$ cat config.mk
export PLATFORM = sky130hd
export DESIGN_NAME = tmo_block_watchdog
export DESIGN_NICKNAME = d
export VERILOG_FILES = /design/src/rtl/tmo_pkg.sv /design/src/rtl/tmo_prescaler.sv /design/src/rtl/tmo_word_tracker.sv /design/src/rtl/tmo_timer.sv /design/src/rtl/tmo_block_watchdog.sv
export SDC_FILE = /design/constraint.sdc
export NUM_CORES = 1
export LEC_CHECK = 0
export BUFFER_PORTS_ARGS = -buffer_cell sky130_fd_sc_hd__buf_2
export CELL_PAD_IN_SITES_DETAIL_PLACEMENT = 0
export CELL_PAD_IN_SITES_GLOBAL_PLACEMENT = 1
export CORE_ASPECT_RATIO = 1.2
export CORE_MARGIN = 4
export CORE_UTILIZATION = 49
export CTS_BUF_LIST = sky130_fd_sc_hd__clkbuf_16
export CTS_CLUSTER_SIZE = 12
export DETAILED_ROUTE_END_ITERATION = 7
export PLACE_DENSITY_LB_ADDON = 0.1
export SYNTH_ARGS = -nofsm -noshare
export SYNTH_HDL_FRONTEND = slang
export SYNTH_SLANG_ARGS = --single-unit
$ cat constraint.sdc
create_clock -name clk -period 13.8 [get_ports clk]
set_input_delay 0.69 -clock clk [delete_from_list [all_inputs] [get_ports clk]]
set_output_delay 0.69 -clock clk [all_outputs]
set_load 0.03 [all_outputs]
$ cat src/rtl/tmo_pkg.sv
package tmo_pkg;
  typedef enum logic [1:0] {
    PH_IDLE    = 2'd0,
    PH_WAIT    = 2'd1,
    PH_BLOCK   = 2'd2,
    PH_EXPIRED = 2'd3
  } tmo_phase_e;
endpackage

$ cat src/rtl/tmo_prescaler.sv
module tmo_prescaler #(
  parameter int DIV = 64
) (
  input  logic clk,
  input  logic rst,
  output logic tick
);
  localparam int PW = (DIV > 1) ? $clog2(DIV) : 1;
  localparam logic [PW-1:0] LAST = PW'(DIV - 1);

  logic [PW-1:0] div_q;

  assign tick = (div_q == LAST);

  always_ff @(posedge clk) begin
    if (rst)       div_q <= '0;
    else if (tick) div_q <= '0;
    else           div_q <= div_q + 1'b1;
  end

  // ticks are isolated single-cycle pulses
  a_r1_tick_isolated: assert property (@(posedge clk) disable iff (rst)
    tick |=> !tick);
endmodule

$ cat src/rtl/tmo_word_tracker.sv
module tmo_word_tracker #(
  parameter int PAT_W = 8,
  parameter int SEC_W = 8
) (
  input  logic             clk,
  input  logic             rst,
  input  logic             restart,
  input  logic             word_acc,
  input  logic [PAT_W-1:0] pattern_count,
  input  logic [SEC_W-1:0] sector_count,
  output logic             blk_done
);
  localparam int TOT_W = PAT_W + SEC_W;

  logic [TOT_W-1:0] total;
  logic [TOT_W-1:0] words_q;
  logic [TOT_W:0]   next_words;

  assign total      = TOT_W'(pattern_count) * TOT_W'(sector_count);
  assign next_words = {1'b0, words_q} + 1'b1;
  assign blk_done   = (next_words >= {1'b0, total});

  always_ff @(posedge clk) begin
    if (rst || restart)  words_q <= '0;
    else if (word_acc) begin
      if (blk_done)      words_q <= '0;
      else               words_q <= next_words[TOT_W-1:0];
    end
  end

  // restart discards any partial block
  a_r10_restart_clears: assert property (@(posedge clk) disable iff (rst)
    restart |=> (words_q == '0));
endmodule

$ cat src/rtl/tmo_timer.sv
module tmo_timer
  import tmo_pkg::*;
#(
  parameter int TMR_W = 24
) (
  input  logic             clk,
  input  logic             rst,
  input  logic             tick,
  input  logic             mode_sel,
  input  logic             word_acc,
  input  logic             blk_done,
  input  logic [TMR_W-1:0] wd_load,
  input  logic [TMR_W-1:0] bc_load,
  input  logic             irq_clear,
  output logic             active,
  output logic             timeout_irq
);
  localparam logic [TMR_W-1:0] ONE = TMR_W'(1);

  tmo_phase_e       phase_q, phase_d;
  logic [TMR_W-1:0] cnt_q, cnt_d;
  logic             irq_q, expire;

  assign active      = (phase_q == PH_WAIT) || (phase_q == PH_BLOCK);
  assign timeout_irq = irq_q;

  always_comb begin
    phase_d = phase_q;
    cnt_d   = cnt_q;
    expire  = 1'b0;
    if (mode_sel) begin
      cnt_d   = wd_load;
      phase_d = PH_WAIT;
    end else if (active) begin
      if (word_acc) begin
        if (blk_done) begin
          cnt_d   = wd_load;
          phase_d = PH_WAIT;
        end else if (phase_q == PH_WAIT) begin
          cnt_d   = bc_load;
          phase_d = PH_BLOCK;
        end
      end else if (tick && (cnt_q != '0)) begin
        if (cnt_q == ONE) begin
          cnt_d   = '0;
          phase_d = PH_EXPIRED;
          expire  = 1'b1;
        end else begin
          cnt_d = cnt_q - ONE;
        end
      end
    end
  end

  always_ff @(posedge clk) begin
    if (rst) begin
      phase_q <= PH_IDLE;
      cnt_q   <= '0;
      irq_q   <= 1'b0;
    end else begin
      phase_q <= phase_d;
      cnt_q   <= cnt_d;
      if (expire)         irq_q <= 1'b1;
      else if (irq_clear) irq_q <= 1'b0;
    end
  end

  // mode selection loads the idle-wait preload
  a_r10_mode_loads_wd: assert property (@(posedge clk) disable iff (rst)
    mode_sel |=> (phase_q == PH_WAIT) && (cnt_q == $past(wd_load)));
  // the interrupt can only rise after a tick
  a_r2_rise_needs_tick: assert property (@(posedge clk) disable iff (rst)
    (!irq_q && !tick) |=> !irq_q);
  // an accepted word suppresses expiry
  a_r9_word_wins: assert property (@(posedge clk) disable iff (rst)
    (!irq_q && word_acc) |=> !irq_q);
  // a zero count in a running phase stays zero without a word or mode
  a_r6_zero_holds: assert property (@(posedge clk) disable iff (rst)
    (active && cnt_q == '0 && !word_acc && !mode_sel) |=> (cnt_q == '0));
  // sticky until cleared
  a_r7_irq_sticky: assert property (@(posedge clk) disable iff (rst)
    (irq_q && !irq_clear) |=> irq_q);
  // stopped counter after expiry
  a_r8_stopped: assert property (@(posedge clk) disable iff (rst)
    (phase_q == PH_EXPIRED && !mode_sel) |=> (phase_q == PH_EXPIRED) && $stable(cnt_q));
  // block completion restores the idle-wait preload
  a_r4_done_reload: assert property (@(posedge clk) disable iff (rst)
    (active && word_acc && blk_done && !mode_sel) |=>
      (phase_q == PH_WAIT) && (cnt_q == $past(wd_load)));
endmodule

$ cat src/rtl/tmo_block_watchdog.sv
module tmo_block_watchdog #(
  parameter int TMR_W = 24,
  parameter int DIV   = 64,
  parameter int PAT_W = 8,
  parameter int SEC_W = 8
) (
  input  logic             clk,
  input  logic             rst,
  input  logic             mode_sel,
  input  logic             word_strobe,
  input  logic [PAT_W-1:0] pattern_count,
  input  logic [SEC_W-1:0] sector_count,
  input  logic [TMR_W-1:0] wd_preload,
  input  logic [TMR_W-1:0] bc_preload,
  input  logic             irq_clear,
  output logic             timeout_irq
);
  logic tick, active, word_acc, blk_done;

  assign word_acc = word_strobe & active;

  tmo_prescaler #(.DIV(DIV)) u_presc (
    .clk (clk),
    .rst (rst),
    .tick(tick)
  );

  tmo_word_tracker #(.PAT_W(PAT_W), .SEC_W(SEC_W)) u_track (
    .clk          (clk),
    .rst          (rst),
    .restart      (mode_sel),
    .word_acc     (word_acc),
    .pattern_count(pattern_count),
    .sector_count (sector_count),
    .blk_done     (blk_done)
  );

  tmo_timer #(.TMR_W(TMR_W)) u_timer (
    .clk        (clk),
    .rst        (rst),
    .tick       (tick),
    .mode_sel   (mode_sel),
    .word_acc   (word_acc),
    .blk_done   (blk_done),
    .wd_load    (wd_preload),
    .bc_load    (bc_preload),
    .irq_clear  (irq_clear),
    .active     (active),
    .timeout_irq(timeout_irq)
  );
endmodule

==> reports/summary.txt, run 1 <==
Worst setup EP type -> register
Leak Pwr -> 2.71 nW
Syn nets -> 815
F_max -> 0.153 GHz
Final Setup Violations -> 0
Number of DRC markers in iteration 0 -> 188
Nets -> 873
Total number of vias -> 4792
Avg WL per Cell -> 14.7 um
Synth Register Bits -> 49
DRT Pass-1 Iters -> 6
Num rows -> 42
Antenna viol nets, final -> 0
Largest cells by area after synthesis -> dfxtp_1, fa_1, ha_1
Critical path class -> primary input to register
Io pins -> 70
Worst slew margin -> 43.8%
Core Area -> 0.0111 sq mm
Mapped Cells -> 653
Initial antenna violation count -> 0
Post-route DRC -> 0
Crit path required time -> 14020 ps
MaxCap Viol Count -> 0
Most area-hungry cell type in the Yosys netlist -> dfxtp_1
Non-filler instance count after layout -> 866
Filler cell count -> 1046
Initial Utilization -> 50.2%
Post-synth cell types -> 62
Min-delay src -> u_presc.div_q[0]
Clock Tree Root -> clkbuf_16
Die footprint -> 0.0131 sq mm
Pins Over Slew Limit -> 0
Cells after DPL -> 858
Measured slew at the worst slew-check pin -> 840 ps
Final Hold Vio Count -> 0
Hold path cells -> 1
Crit path launch type -> primary input
Count leader, synth -> nor2_1
Status -> complete, no violations
Setup Buffers After CTS -> 0
Layout cell share with drive strength beyond 1 -> 16.3%
Largest net degree at the start of global routing -> 42
Hold Path Class -> register to register
Dominant synthesized flop cell -> dfxtp_1
EDFF count, synth -> 0
Gpl congestion -> 0.830
Synth async-reset ratio -> 0%
Syn Area/Cell -> 8.52 sq um
Drt total wl -> 12800 um
Max clock buf depth -> 2
Die X -> 105 um
CTS tree -> done
Post-CTS sizing -> 0
Synth cell count leaders -> nor2_1, ha_1, and2_1, inv_1, dfxtp_1
DP Area -> 0.00598 sq mm
Clock sinks -> 49
First-pass GRT wire length -> 22200 um
Reg2reg start -> u_track.words_q[2]
Number of global-route vias before repair -> 4793
Worst r2r path cells -> 15
Layout Utilization -> 55.3%
Post-route design area -> 0.00613 sq mm
Reg2Reg Setup Slack -> 9660 ps
Clock H-tree levels -> 2
Area Growth Syn to Fin -> 10.2%
ANT cells -> 0
TritonCTS Buffers -> 5
Power per cell area -> 104 mW/mm^2
Maximum VDD drop -> 0.0802 mV
Number of buffers added on ports -> 69
Synthesized area -> 0.00556 sq mm
Hold Path Sink -> u_presc.div_q[0]
HPWL after DPL -> 10200 um
Crit path DAT -> 6750 ps
RSZ-0062 raised after global routing -> false
Post-synthesis sequential area ratio -> 17.6%
Minimum clock period -> 6530 ps
CTS Hold Bufs -> 0
Post-synth top area share -> 17.6%
Tcrit/Tclk final -> 47.3%
CTS clk-pin slew, worst paths -> 70 ps
WHS -> 457 ps
Remaining global-route overflow -> 0
Setup Skew -> 9.58 ps
Clock Latency Late Sink -> 290 ps
Post-DR vias/cell -> 5.53
Setup TNS -> 0 ps
Reg-to-reg endpoint -> u_timer.phase_q[0]
Crit-path max FO -> 41
Die height -> 125 um
Total Routing Usage GR -> 19.8%
YS warnings -> 0
[report_power, final]
part	leakage, nW	internal [mW]	switching [mW]
Clock	0.0763	0.0695	0.0589
Sequential	0.400	0.149	0.00802
Combinational	2.24	0.154	0.198
Total	2.71	0.372	0.265
[final cells by class]
cell class              count  area [sq um]  area share, %
clock buffers               5           125           2.04
well taps                 154           193           3.14
flip-flops and latches     49           981           16.0
multi-input cells         528          4230           69.0
clock inverters             3          28.8          0.469
repair buffers             72           368           6.00
inverters                  55           206           3.37
[layout by cell type, fill, tap and decap left out, types with 6 or more instances in the layout]
cell type	n
nor3_1	20
nor2_1	74
and2_1	55
inv_1	55
xor2_1	15
a211oi_2	18
buf_2	69
nand4_1	6
o21ai_0	18
nand2b_1	9
nand2_1	40
dfxtp_1	49
nand3_1	20
and3_1	9
a221oi_1	17
ha_1	57
xnor2_1	29
fa_1	36
a21oi_1	34
[logic make-up (layout without fill, tap and decap cells)]
logic type | Yosys count | after routing | share of synthesized area [%]
AO/OA/AOI/OAI | 126 | 126 | 17.8
XOR/XNOR | 44 | 44 | 6.93
adder cells (fa/ha/maj) | 93 | 93 | 25.8
buffers and inverters | 76 | 135 | 6.32
flip-flops | 49 | 49 | 17.6
multiplexers | 1 | 1 | 0.180
AND/OR/NAND/NOR | 264 | 264 | 25.3
[sequential cells by signal, indices dropped and copies added, names as in the netlist]
name,count
u_timer.phase_q,2
u_timer.cnt_q,24
u_track.words_q,16
u_presc.div_q,6
u_timer.timeout_irq,1
[worst max path at each step]
stage                    startpoint                  to  cells after the start
detailed placement  sector_count[4]  u_timer.phase_q[0]                     25
global placement    sector_count[7]   u_timer.cnt_q[23]                     23
floorplan           sector_count[4]    u_timer.cnt_q[8]                     25
CTS                 sector_count[4]  u_timer.phase_q[0]                     25
finish              sector_count[4]  u_timer.phase_q[0]                     25
global route        sector_count[4]  u_timer.phase_q[0]                     25
[through the flow]
step           power [mW]  worst slack [ps]
3_5_place_dp        0.517              6910
6_report            0.637              7270
5_1_grt             0.704              6810
3_3_place_gp        0.510              7070
2_1_floorplan       0.437              7800
4_1_cts             0.650              7230
[critical path, cell delays in order]
cell and delay, ps:
buf_2 140, and2_1 180, fa_1 450, fa_1 550, inv_1 50, fa_1 480
fa_1 550, inv_1 50, ha_1 320, nor2b_1 160, o211ai_1 170, nand2_1 100
a41oi_1 310, nand2b_1 110, xnor2_1 130, ha_1 290, nand4_1 150, a211oi_1 210
o41a_1 240, o31a_1 280, nor4b_2 120, o31ai_4 210, buf_4 460, a21oi_1 160
a211oi_2 200
[per-layer routing]
layer,routed length [um],GRT usage (%),vias up
met5,0,0,-
met4,148,4.32,0
met3,493,2.49,13
met2,6670,36.0,86
met1,5450,24.9,2300
li1,-,-,2393
Power figures use the tool's default switching activity.
==> run 2, diff against run 1 <==
Settings changed: CORE_UTILIZATION 49 to 45.
Clock period 13.8 ns to 6.1 ns, I/O delays scaled along.
==> run 2 against run 1 <==
Sequential share of layout area fell by 0.55 points. Flip-flop and latch count did not move. Hold slack got worse by 180 ps. Final area rose by 3.6%. Cell count rose by 2.3%. Sequential power rose by 130%. Clock power rose by 150%.
==> reports/summary.txt, run 2 (synthesized netlist as in run 1, its figures left out) <==
Total Routing Usage GR -> 18.7% (-1.1 points)
First-pass GRT wire length -> 21600 um (-2.5%)
Number of DRC markers in iteration 0 -> 219 (+16%)
Io pins -> 70 (unchanged)
Final Hold Vio Count -> 0 (unchanged)
Number of global-route vias before repair -> 4634 (-3.3%)
Die height -> 130 um (+4.1%)
Clock sinks -> 49 (unchanged)
Critical path class -> primary input to register
Die X -> 109 um (+4.0%)
Filler cell count -> 1177 (+13%)
Largest net degree at the start of global routing -> 39 (-7.1%)
Clock Tree Root -> clkbuf_16
Crit path launch type -> primary input
Total number of vias -> 4849 (+1.2%)
Setup Skew -> 7.32 ps (-2.26 ps)
Worst setup EP type -> register
Crit-path max FO -> 19 (-54%)
Max clock buf depth -> 2 (unchanged)
ANT cells -> 0 (unchanged)
Initial antenna violation count -> 0 (unchanged)
Crit path DAT -> 6110 ps (-640 ps)
MaxCap Viol Count -> 0 (unchanged)
Post-route DRC -> 0 (unchanged)
Largest register FFs -> 24 (unchanged)
Die footprint -> 0.0142 sq mm (+8.3%)
Post-DR vias/cell -> 5.47 (-1.1%)
TritonCTS Buffers -> 5 (unchanged)
Top Registers -> u_timer.cnt_q: 24 flops, u_track.words_q: 16 flops, u_presc.div_q: 6 flops
Initial Utilization -> 45.9% (-4.2 points)
Minimum clock period -> 5910 ps
Clock Latency Late Sink -> 290 ps (about the same)
Crit path required time -> 6300 ps (-7720 ps)
Multi-input logic area -> 0.00427 sq mm (+0.98%)
DRT Pass-1 Iters -> 5 (-1)
Setup TNS -> 0 ps (unchanged)
Top reg by flops -> u_timer.cnt_q
Num rows -> 44 (+4.8%)
Remaining global-route overflow -> 0 (unchanged)
Measured slew at the worst slew-check pin -> 1070 ps (+228 ps)
Status -> complete, no violations
Area Growth Syn to Fin -> 14.2%
Tcrit/Tclk final -> 96.8%
DP Area -> 0.00611 sq mm (+2.3%)
Worst slew margin -> 28.8% (-15 points)
Core Area -> 0.0121 sq mm (+9.2%)
Commonest non-fill, non-tap cell in the layout -> nor2_1
Hold Path Class -> primary input to register
F_max -> 0.169 GHz
Commonest cells after routing, fill and taps aside -> nor2_1, buf_2, ha_1
Number of buffers added on ports -> 69 (unchanged)
Total Power -> 1.53 mW (+140%)
Antenna viol nets, final -> 0 (unchanged)
Post-route design area -> 0.00635 sq mm (+3.6%)
Power per cell area -> 241 mW/mm^2 (+130%)
Nets -> 887 (+1.6%)
Gpl congestion -> 0.844 (+1.7%)
CTS tree -> done
Flip-flop and latch area -> 981 sq um (unchanged)
HPWL after DPL -> 10300 um (+0.60%)
Pins Over Slew Limit -> 0 (unchanged)
Final Setup Violations -> 0 (unchanged)
Clock H-tree levels -> 2 (unchanged)
Avg WL per Cell -> 15.0 um (+1.5%)
Maximum VDD drop -> 0.162 mV (+100%)
CTS clk-pin slew, worst paths -> 60 ps (about the same)
Drt total wl -> 13300 um (+3.8%)
Layout cell share with drive strength beyond 1 -> 18.6% (+2.3 points)
Leak Pwr -> 2.81 nW (+3.6%)
run 2: changes by cell type in the layout (fill, tap and decap cells not counted), sizes merged:
cell,change
buf,+13
bufinv,+1
clkbuf,+1
clkinv,-1
inv,-1
run 2: report_power, final:
group | switching, mW | internal, mW
sequential | 0.0183 | 0.336
clock | 0.125 | 0.193
combinational | 0.471 | 0.385
total | 0.614 | 0.914
run 2: path summary, 6_finish.rpt:
| kind | start | slack (ps) | cells after the start | endpoint |
|---|---|---|---|---|
| setup / recovery | sector_count[4] | 190 | 25 | u_timer.phase_q[0] |
| hold / removal | irq_clear | 270 | 3 | u_timer.timeout_irq |
| setup reg to reg | u_track.words_q[2] | 2040 | 15 | u_timer.phase_q[0] |
| hold reg to reg | u_presc.div_q[0] | 450 | 1 | u_presc.div_q[0] |
run 2: timing repair:
item,4_1_cts,5_1_grt
setup buffers,0,1
setup endpoints to repair,0,37
gates resized for setup,0,8
hold buffers,0,0
run 2: metrics by stage:
stage / instances / setup slack [ps] / hold slack [ps] / utilization, %
4_1_cts: 884 / 182 / 269 / 51.8
3_5_place_dp: 877 / -109 / 444 / 50.5
2_1_floorplan: 653 / 489 / 418 / -
3_3_place_gp: 877 / 4.07 / 431 / 50.5
6_report: 886 / 195 / 274 / 52.4
5_1_grt: 886 / -108 / 280 / 52.4
run 2: cell type report:
cell class / count / area share (%)
inverter: 55 / 3.25
clock buffer: 5 / 1.97
tap: 161 / 3.17
clock inverter: 2 / 0.611
sequential: 49 / 15.4
timing repair buffer: 86 / 8.31
multi-input combinational: 528 / 67.2
run 2: worst max-delay path: stages:
cell	delay (ps)
buf_2	140
and2_1	180
fa_1	450
fa_1	540
inv_1	50
fa_1	460
fa_1	540
inv_1	40
ha_1	320
nor2b_1	150
o211ai_1	170
nand2_1	110
a41oi_2	250
nand2b_1	90
xnor2_1	130
ha_1	290
nand4_1	170
a211oi_2	220
o41a_1	240
o31a_1	330
nor4b_4	100
o31ai_4	310
buf_12	210
a21oi_1	90
a211oi_2	230
run 2: metal layers:
metal | track usage (%) | wire length, um | part of all wire, % | vias to the layer above
met1 | 22.7 | 5670 | 43 | 2323
met2 | 35.4 | 6950 | 52 | 99
met4 | 3.52 | 116 | 0.88 | 0
met5 | 0 | 0 | 0 | -
met3 | 2.03 | 511 | 3.9 | 11
li1 | - | - | - | 2416
==> run 3, diff against run 2 <==
Settings changed: ABC_AREA from default to 1, CORE_UTILIZATION 45 to 43, PLACE_DENSITY_LB_ADDON 0.1 to 0.05.
==> run 3 against run 2 <==
Clock skew grew 3.1 ps. Core utilization down 4.7 points. First-iteration DRC count down 11%.
==> reports/summary.txt, run 3 <==
Commonest cells after routing, fill and taps aside -> nand2_1, inv_1, buf_2
Synth async-reset ratio -> 0% (unchanged)
Remaining global-route overflow -> 0 (unchanged)
Layout cell share with drive strength beyond 1 -> 15.2% (-3.4 points)
Clock Latency Late Sink -> 300 ps (about the same)
Top Registers -> u_timer.cnt_q: 24 flops, u_track.words_q: 16 flops, u_presc.div_q: 6 flops
Worst setup EP type -> register
CTS clk-pin slew, worst paths -> 80 ps (+20 ps)
TritonCTS Buffers -> 5 (unchanged)
Measured slew at the worst slew-check pin -> 1170 ps (+101 ps)
Area share of fa/ha/maj cells after synthesis -> 22.9% (-2.8 points)
YS warnings -> 0 (unchanged)
Nets -> 1150 (+30%)
Post-route DRC -> 0 (unchanged)
Synth Register Bits -> 49 (unchanged)
Tcrit/Tclk final -> 90.7% (-6.1 points)
Maximum VDD drop -> 0.175 mV (+8.0%)
ANT cells -> 0 (unchanged)
Clock Tree Root -> clkbuf_16
Crit path DAT -> 5690 ps (-420 ps)
Initial antenna violation count -> 0 (unchanged)
Syn Area/Cell -> 6.63 sq um (-22%)
Post-synthesis sequential area ratio -> 15.7% (-1.9 points)
Drt total wl -> 15600 um (+18%)
Critical path's slowest cell -> fa_1
Die height -> 140 um (+7.9%)
Die footprint -> 0.0165 sq mm (+16%)
Post-synth cell types -> 44 (-29%)
Num rows -> 48 (+9.1%)
Simple-gate share of the synthesized area -> 32.3% (+7.0 points)
Io pins -> 70 (unchanged)
Largest cells by area after synthesis -> dfxtp_1, nand2_1, fa_1
Crit-path max FO -> 10 (-9)
First-pass GRT wire length -> 26800 um (+24%)
Max clock buf depth -> 2 (unchanged)
Die X -> 118 um (+7.8%)
Setup TNS -> 0 ps (unchanged)
Crit path launch type -> primary input
CTS Hold Bufs -> 0 (unchanged)
Avg WL per Cell -> 13.4 um (-10%)
Reg2reg start -> u_track.words_q[0]
Final Setup Violations -> 0 (unchanged)
EDFF count, synth -> 0 (unchanged)
Top reg by flops -> u_timer.cnt_q
Area Growth Syn to Fin -> 9.23%
Total number of vias -> 5594 (+15%)
Cells after DPL -> 1156 (+32%)
CTS tree -> done
Post-synth top area share -> 15.7% (-1.9 points)
Number of buffers added on ports -> 69 (unchanged)
Leak Pwr -> 3.91 nW (+39%)
Total Power -> 1.55 mW (+1.4%)
Max incr delay on CP -> 560 ps (+20 ps)
Gpl congestion -> 0.826 (-2.1%)
Most area-hungry cell type in the Yosys netlist -> dfxtp_1
Synth cell count leaders -> nand2_1, inv_1, a21oi_1
Synth Area in Compound Gates -> 9.51% (-8.3 points)
Crit path required time -> 6260 ps (-40 ps)
Clock H-tree levels -> 2 (unchanged)
Antenna viol nets, final -> 0 (unchanged)
Count leader, synth -> nand2_1
Min-delay src -> wd_preload[0]
Core Area -> 0.0143 sq mm (+18%)
DRT Pass-1 Iters -> 4 (-1)
Number of global-route vias before repair -> 5616 (+21%)
Dominant synthesized flop cell -> dfxtp_1
Hold Path Class -> primary input to register
Number of DRC markers in iteration 0 -> 195 (-11%)
WHS -> 291 ps (+16.3 ps)
Commonest non-fill, non-tap cell in the layout -> nand2_1
Total Routing Usage GR -> 19.8% (+1.1 points)
Worst slew margin -> 22.0% (-6.8 points)
XOR/XNOR Fraction of Synth Area -> 4.46% (-2.5 points)
Non-filler instance count after layout -> 1163 (+31%)
Critical path class -> primary input to register
Synthesized area -> 0.00625 sq mm (+12%)
F_max -> 0.181 GHz (+6.8%)
Power per cell area -> 227 mW/mm^2 (-5.6%)
Clock sinks -> 49 (unchanged)
Largest register FFs -> 24 (unchanged)
MaxCap Viol Count -> 0 (unchanged)
Post-DR vias/cell -> 4.81 (-12%)
DP Area -> 0.00665 sq mm (+8.8%)
Pins Over Slew Limit -> 0 (unchanged)
Crit path launch -> pattern_count[2]
Status -> complete, no violations
Syn nets -> 1105 (+36%)
Largest net degree at the start of global routing -> 32 (-18%)
Setup Skew -> 10.4 ps (+3.08 ps)
Post-route design area -> 0.00683 sq mm (+7.5%)
Largest family of logic cells by synthesized area -> simple AND/OR/NAND/NOR gates
Initial Utilization -> 43.7% (-2.2 points)
Final Hold Vio Count -> 0 (unchanged)
HPWL after DPL -> 12300 um (+20%)
Mux cell area share after synthesis -> 0% (-0.18 points)
Mapped Cells -> 943 (+44%)
Minimum clock period -> 5530 ps (-374 ps)
RSZ-0062 raised after global routing -> false
==> run 3: changes by cell type after synthesis, moves of 12 or more <==
| cell | before | now |
|---|---|---|
| inv_1 | 55 | 189 |
| and2_1 | 55 | 0 |
| xnor2_1 | 29 | 5 |
| a21oi_1 | 34 | 61 |
| nor2_1 | 74 | 59 |
| nand3_2 | 1 | 22 |
| clkbuf_1 | 5 | 21 |
| a221oi_1 | 17 | 0 |
| nand3_1 | 20 | 49 |
| nand2_1 | 40 | 259 |
| nor3_1 | 20 | 8 |
| a211oi_2 | 18 | 0 |
==> run 3: path summary, 6_finish.rpt <==
path / endpoint / slack, ps / cells past startpoint
setup / recovery: u_timer.cnt_q[17] / 570 / 30
hold / removal: u_timer.cnt_q[0] / 290 / 5
setup reg to reg: u_timer.cnt_q[17] / 2910 / 22
hold reg to reg: u_presc.div_q[0] / 450 / 1
==> run 3: per-stage QoR <==
stage | util [%] | worst slack (ps)
final | 47.8 | 569
after floorplan | - | 647
after global placement | 46.5 | 205
after CTS | 47.7 | 427
after global routing | 47.8 | 34.7
after detailed placement | 46.5 | 113
==> run 3: cell families (layout without fill, tap and decap cells) <==
family          after synthesis  count (layout)
buf+inv                     229             274
fa+ha+maj                    93              93
flops                        49              49
compound gates              104             104
simple gates                437             437
xor+xnor                     31              31
==> run 3: what timing repair did <==
item,4_1_cts,5_1_grt
hold endpoints to repair,0,0
gates resized for setup,0,4
endpoints found under the setup margin,0,34
buffers inserted,0,0
==> run 3: power breakdown <==
group	leakage, nW	switching (mW)	internal [mW]	total (mW)
Sequential	0.401	0.0178	0.339	0.357
Combinational	3.43	0.527	0.336	0.863
Clock	0.0803	0.136	0.193	0.330
Total	3.91	0.681	0.869	1.55
==> run 3: layer usage <==
metal  share of wire (%)  global-route usage [%]
met1                  42                    22.8
met2                  55                    38.4
met3                 2.1                    2.46
met4                 1.3                    4.88
met5                   0                       0
==> run 3: cell type report <==
type	count	area, sq um
clock inverters	2	38.8
fillers	1562	7470
clock buffers	5	125
flip-flops and latches	49	981
well taps	175	219
repair buffers	76	402
inverters	191	722
multi-input cells	665	4340
==> run 3: worst max-delay path: cells and delay by family <==
family	cells	cell delay, ps
simple gates	10	900
buf+inv	6	680
fa+ha+maj	6	2640
xor+xnor	1	160
compound gates	7	980
